<file path="config.mk">
export PLATFORM = sky130hd
export DESIGN_NAME = depth_adj_pipe
export DESIGN_NICKNAME = d
export VERILOG_FILES = /design/src/rtl/depth_adj_pkg.sv /design/src/rtl/pad_stage.sv /design/src/rtl/depth_cfg_ctrl.sv /design/src/rtl/depth_adj_pipe.sv
export SDC_FILE = /design/constraint.sdc
export NUM_CORES = 1
export LEC_CHECK = 0
export ABC_CLOCK_PERIOD_IN_PS = 1950
export BUFFER_PORTS_ARGS = -buffer_cell sky130_fd_sc_hd__buf_2
export CORE_ASPECT_RATIO = 0.9
export CORE_MARGIN = 3
export CORE_UTILIZATION = 55
export DETAILED_ROUTE_END_ITERATION = 7
export PLACE_DENSITY = 0.76
export SLEW_MARGIN = 20
export SYNTH_ARGS = -nofsm -noshare
export SYNTH_HDL_FRONTEND = slang
export SYNTH_SLANG_ARGS = --single-unit
</file>
<file path="constraint.sdc">
create_clock -name clk -period 1.95 [get_ports clk]
set_clock_uncertainty 0.1 [all_clocks]
set_input_delay 0.195 -clock clk [delete_from_list [all_inputs] [get_ports clk]]
set_output_delay 0.195 -clock clk [all_outputs]
set_load 0.01 [all_outputs]
</file>
<file path="src/rtl/depth_adj_pkg.sv">
package depth_adj_pkg;
    typedef enum logic {
        CFG_RUN   = 1'b0,
        CFG_DRAIN = 1'b1
    } cfg_state_t;
endpackage

</file>
<file path="src/rtl/pad_stage.sv">
module pad_stage #(
    parameter int DATA_W = 16
) (
    input  logic              clk,
    input  logic              rst_n,
    input  logic              stall,
    input  logic              flush,
    input  logic              pad_on,
    input  logic              up_v,
    input  logic [DATA_W-1:0] up_d,
    output logic              dn_v,
    output logic [DATA_W-1:0] dn_d,
    output logic              busy
);
    logic              main_v;
    logic [DATA_W-1:0] main_d;
    logic              pad_v;
    logic [DATA_W-1:0] pad_d;

    always_ff @(posedge clk) begin
        if (!rst_n) begin
            main_v <= 1'b0;
            main_d <= '0;
        end else if (flush) begin
            main_v <= 1'b0;
        end else if (!stall) begin
            main_v <= up_v;
            if (up_v) main_d <= up_d;
        end
    end

    always_ff @(posedge clk) begin
        if (!rst_n) begin
            pad_v <= 1'b0;
            pad_d <= '0;
        end else if (flush || !pad_on) begin
            pad_v <= 1'b0;
        end else if (!stall) begin
            pad_v <= main_v;
            if (main_v) pad_d <= main_d;
        end
    end

    always_comb begin
        if (pad_on) begin
            dn_v = pad_v;
            dn_d = pad_d;
        end else begin
            dn_v = main_v;
            dn_d = main_d;
        end
    end

    assign busy = main_v | pad_v;
endmodule

</file>
<file path="src/rtl/depth_cfg_ctrl.sv">
module depth_cfg_ctrl
    import depth_adj_pkg::*;
#(
    parameter int NUM_STAGES = 13
) (
    input  logic                  clk,
    input  logic                  rst_n,
    input  logic                  cfg_wr,
    input  logic                  cfg_priv,
    input  logic [NUM_STAGES-1:0] cfg_mask,
    input  logic                  pipe_empty,
    output logic [NUM_STAGES-1:0] act_mask,
    output logic                  pending
);
    cfg_state_t            state, state_nx;
    logic [NUM_STAGES-1:0] held_mask, held_nx;
    logic [NUM_STAGES-1:0] act_nx;
    logic                  priv_wr;

    assign priv_wr = cfg_wr & cfg_priv;

    always_ff @(posedge clk) begin
        if (!rst_n) begin
            state     <= CFG_RUN;
            held_mask <= '0;
            act_mask  <= '0;
        end else begin
            state     <= state_nx;
            held_mask <= held_nx;
            act_mask  <= act_nx;
        end
    end

    always_comb begin
        state_nx = state;
        held_nx  = held_mask;
        act_nx   = act_mask;
        pending  = 1'b0;
        unique case (state)
            CFG_RUN: begin
                if (priv_wr) begin          // request
                    state_nx = CFG_DRAIN;
                    held_nx  = cfg_mask;
                end
            end
            CFG_DRAIN: begin
                pending = 1'b1;
                if (priv_wr) begin          // rewrite
                    held_nx = cfg_mask;
                end else if (pipe_empty) begin  // commit
                    act_nx   = held_mask;
                    state_nx = CFG_RUN;
                end                         // otherwise wait
            end
            default: state_nx = CFG_RUN;
        endcase
    end

    AST_MASK_ONLY_WHEN_EMPTY: assert property (@(posedge clk) disable iff (!rst_n)
        (act_mask != $past(act_mask)) |-> $past(pipe_empty && pending));

    AST_COMMIT_WHEN_EMPTY: assert property (@(posedge clk) disable iff (!rst_n)
        (pending && pipe_empty && !priv_wr) |=> !pending);

    AST_REWRITE_HOLDS: assert property (@(posedge clk) disable iff (!rst_n)
        (pending && priv_wr) |=> (pending && $stable(act_mask)));
endmodule

</file>
<file path="src/rtl/depth_adj_pipe.sv">
module depth_adj_pipe #(
    parameter int NUM_STAGES = 13,
    parameter int DATA_W     = 16
) (
    input  logic                  clk,
    input  logic                  rst_n,
    input  logic                  in_valid,
    input  logic [DATA_W-1:0]     in_data,
    output logic                  in_ready,
    input  logic                  stall,
    input  logic                  flush,
    output logic                  out_valid,
    output logic [DATA_W-1:0]     out_data,
    input  logic                  cfg_wr,
    input  logic                  cfg_priv,
    input  logic [NUM_STAGES-1:0] cfg_mask,
    output logic [NUM_STAGES-1:0] act_mask,
    output logic                  cfg_pending,
    output logic                  pipe_empty
);
    localparam int LINKS = NUM_STAGES + 1;

    logic [LINKS-1:0]      lnk_v;
    logic [DATA_W-1:0]     lnk_d [0:LINKS-1];
    logic [NUM_STAGES-1:0] busy;

    assign in_ready = ~cfg_pending & ~stall & ~flush;
    assign lnk_v[0] = in_valid & in_ready;
    assign lnk_d[0] = in_data;

    for (genvar k = 0; k < NUM_STAGES; k++) begin : g_stage
        pad_stage #(.DATA_W(DATA_W)) u_stage (
            .clk    (clk),
            .rst_n  (rst_n),
            .stall  (stall),
            .flush  (flush),
            .pad_on (act_mask[k]),
            .up_v   (lnk_v[k]),
            .up_d   (lnk_d[k]),
            .dn_v   (lnk_v[k+1]),
            .dn_d   (lnk_d[k+1]),
            .busy   (busy[k])
        );
    end

    assign pipe_empty = ~|busy;
    assign out_valid  = lnk_v[NUM_STAGES];
    assign out_data   = lnk_d[NUM_STAGES];

    depth_cfg_ctrl #(.NUM_STAGES(NUM_STAGES)) u_cfg (
        .clk        (clk),
        .rst_n      (rst_n),
        .cfg_wr     (cfg_wr),
        .cfg_priv   (cfg_priv),
        .cfg_mask   (cfg_mask),
        .pipe_empty (pipe_empty),
        .act_mask   (act_mask),
        .pending    (cfg_pending)
    );

    AST_FLUSH_EMPTIES: assert property (@(posedge clk) disable iff (!rst_n)
        flush |=> (pipe_empty && !out_valid));

    AST_STALL_HOLDS_VALID: assert property (@(posedge clk) disable iff (!rst_n)
        (stall && !flush) |=> (out_valid == $past(out_valid)));

    AST_STALL_HOLDS_DATA: assert property (@(posedge clk) disable iff (!rst_n)
        (stall && !flush && out_valid) |=> $stable(out_data));

    AST_PEND_NEEDS_PRIV: assert property (@(posedge clk) disable iff (!rst_n)
        $rose(cfg_pending) |-> $past(cfg_wr && cfg_priv));

    AST_UNPRIV_IGNORED: assert property (@(posedge clk) disable iff (!rst_n)
        (cfg_wr && !cfg_priv && !cfg_pending) |=> (!cfg_pending && $stable(act_mask)));
endmodule

</file>
==> impl_metrics.env <==
export IMPL_outcome="complete, but fails checks"
export IMPL_violations="negative setup slack"
export IMPL_synth_top_cells_by_area="dfxtp_1 (48%), nand2_1 (14%), mux2i_1 (12%)"
export IMPL_io_pins=69
export IMPL_drtAntennaViolNets=0
export IMPL_core_area_um2=34600
export IMPL_avgRoutedWirePerCell_um=15.2
export IMPL_globalplace_congestion=0.807
export IMPL_synth_fa_ha_area_frac=0
export IMPL_ys_ff_latch=469
export IMPL_area_growth_pct=14.1
export IMPL_clock_root_buffer="clkbuf_16"
export IMPL_rsz0062_at_grt="yes"
export IMPL_grt_ovfl_total=0
export IMPL_antenna_found_initial=0
export IMPL_path_cells="nor4_4 > nand3_1 > nor2_2 > buf_2"
export IMPL_synth_distinct_cells=26
export IMPL_async_flop_share=0
export IMPL_hpwl_um=26500
export IMPL_cts_buffers=46
export IMPL_worstPathRequired_ps=1650
export IMPL_htreeDepth=2
export IMPL_start_kind="flop"
export IMPL_ys_flop_type="dfxtp_1"
export IMPL_slew_violations=0
export IMPL_grt_pass1_vias=14200
export IMPL_crit_type="reg -> out"
export IMPL_dp_slack_ps=113
export IMPL_drive_above_1_share=0.102
export IMPL_via_per_inst=5.47
export IMPL_die_area_um2=38000
export IMPL_io_buffer_count=68
export IMPL_ir_drop_mv=0.654
export IMPL_critPathTopFamily="simple AND/OR/NAND/NOR gates"
export IMPL_n_antenna_cell=0
export IMPL_hp_class="in -> reg"
export IMPL_start_util=0.567
export IMPL_clk_path_buf_depth=3
export IMPL_synth_simple_area_share=0.159
export IMPL_critPathMaxStageDelay_ps=350
export IMPL_p_total_mw=18.7
export IMPL_hold_ws_ps=55.6
export IMPL_critPathBufInv=1
export IMPL_p_leak_nw=9.80
export IMPL_die_x_um=205
export IMPL_cp_arrival_ps=1710
export IMPL_synth_edf_count=0
export IMPL_drc=0
export IMPL_synth_xor_xnor_area_share=0
export IMPL_dpl_cell_count=2562
export IMPL_synth_area_leader_cell="dfxtp_1"
export IMPL_die_y_um=185
export IMPL_drt_iter0_drc=890
export IMPL_final_hold_violation_count=0
export IMPL_insertion_delay_ps=550
export IMPL_p_per_area_nw_per_um2=834
export IMPL_slowest_stage="dfxtp_1"
export IMPL_synth_top_family_by_area="compound AO/OA/AOI/OAI gates"
export IMPL_avgSynthCellArea_um2=9.15
export IMPL_yosysWarnings=0
export IMPL_final_cells=2677
export IMPL_num_vias=14600
export IMPL_grt_pass1_wl_um=68400
export IMPL_synth_common_cells="nand2_1 (711), dfxtp_1 (469), mux2i_1 (230)"
export IMPL_synth_compound_area_frac=0.192
export IMPL_cts_sinks=469
export IMPL_worst_slew_pin_slew_ps=770
export IMPL_syn_area_um2=19600
export IMPL_syn_instance_count=2144
export IMPL_maxCapViolCount=0
export IMPL_grt_util_all_layers=0.213
export IMPL_fmax_mhz=499
export IMPL_firstDrtPassIters=6
export IMPL_seq_area_frac_synth=0.479
export IMPL_syn_num_nets=2180
export IMPL_timing_final_ws_setup_ps=-52.9
export IMPL_post_route_period_util=1.03
export IMPL_rows=64
export IMPL_min_period_ps=2000
export IMPL_crit_path_end_kind="output port"
export IMPL_drt_total_wl_um=40700
export IMPL_synthMuxAreaShare=0.127
export IMPL_clk_pin_slew_worst_paths_ps=60
export IMPL_yosysMostFrequentCell="nand2_1"
export IMPL_setup_violations=1
export IMPL_tritoncts="yes"
export IMPL_nets=2219
export IMPL_yosysTopAreaCellShare=0.479
export IMPL_multi_input_area_um2=9470
export IMPL_grt_max_degree=78
export IMPL_cp_max_fo=3
export IMPL_maxSlewHeadroom=0.487
export IMPL_nFillCells=2744
export IMPL_seq_area_um2=9400
==> cells in the final DEF (no fill, tap or decap), types with 6 or more instances in the layout <==
cell           instances
nand2_1              711
dfxtp_1              463
mux2i_1              230
a21boi_1             225
o211a_1              192
buf_2                 67
buf_4                 48
clkbuf_16             47
nor2_1                40
dlygate4sd3_1         33
buf_12                22
mux2_1                16
clkbuf_1              16
nand3_1               15
and3_1                13
a21oi_1               13
nor2_2                12
a21boi_0              12
clkbuf_8              12
dfxtp_2                6
==> registers in the layout, summed over array words and instances (netlist names) <==
register,flops
g_stage.u_stage.main_d,208
g_stage.u_stage.pad_d,208
g_stage.u_stage.main_v,13
g_stage.u_stage.pad_v,13
u_cfg.act_mask,13
u_cfg.held_mask,13
u_cfg.state,1
==> final timing paths <==
| check | cells after the start | to | startpoint | slack, ps |
|---|---|---|---|---|
| setup reg to reg | 6 | u_cfg.act_mask[9] | g_stage[11].u_stage.main_v | 200 |
| hold reg to reg | 2 | g_stage[4].u_stage.pad_d[6] | g_stage[4].u_stage.pad_d[6] | 350 |
| setup / recovery | 4 | pipe_empty | g_stage[8].u_stage.pad_v | -50 |
| hold / removal | 5 | g_stage[2].u_stage.pad_v | flush | 60 |
==> kinds of logic (layout without fill, tap and decap cells) <==
logic type	count (synthesis)	count (layout)
AOI/OAI and AO/OA	443	443
buffers and inverters	180	251
DFF	469	469
muxes	247	247
and+or+nand+nor	805	805
==> timing repair <==
item,CTS,global route
buffers inserted,1,1
hold buffers,33,0
pin swaps,3,3
resized for setup,12,4
endpoints found under the setup margin,2,1
hold endpoints to repair,65,0
==> power by group <==
group / internal [mW] / switching, mW / total, mW / leakage, nW
clock: 5.01 / 3.52 / 8.54 / 0.715
sequential: 9.61 / 0.0230 / 9.63 / 3.78
combinational: 0.232 / 0.275 / 0.507 / 5.30
==> per-stage QoR <==
| stage | utilization | instance area (um^2) | setup TNS (ps) |
|---|---|---|---|
| after CTS | 0.646 | 22400 | -38.5 |
| after global routing | 0.647 | 22400 | -98.1 |
| after global placement | 0.593 | 20500 | 0 |
| final | 0.647 | 22400 | -52.9 |
| after floorplan | - | 19600 | 0 |
| after detailed placement | 0.593 | 20500 | 0 |
==> per-layer routing <==
layer  global-route usage  vias up  wire length (um)
met1                0.261     7029             17900
met4               0.0702        0              1040
met3               0.0308       68              1150
li1                     -     7359                 -
met2                0.387      183             20600
met5                    0        -                 0
==> worst register-to-register path, cell delays in order, from the launching register on <==
cell and delay [ps]:
dfxtp_1 430, nor4_2 190, nand4_1 180, buf_4 180, nor3_4 210, buf_12 190, mux2i_1 200
==> area by class of cell <==
class                      instances  area share
clock buffer                      75      0.0626
clock inverter                     5     0.00240
multi-input combinational       1495       0.423
sequential                       469       0.420
tap                              462      0.0258
timing repair buffer             171      0.0662
Note: power is estimated with default switching activity, not from simulation.
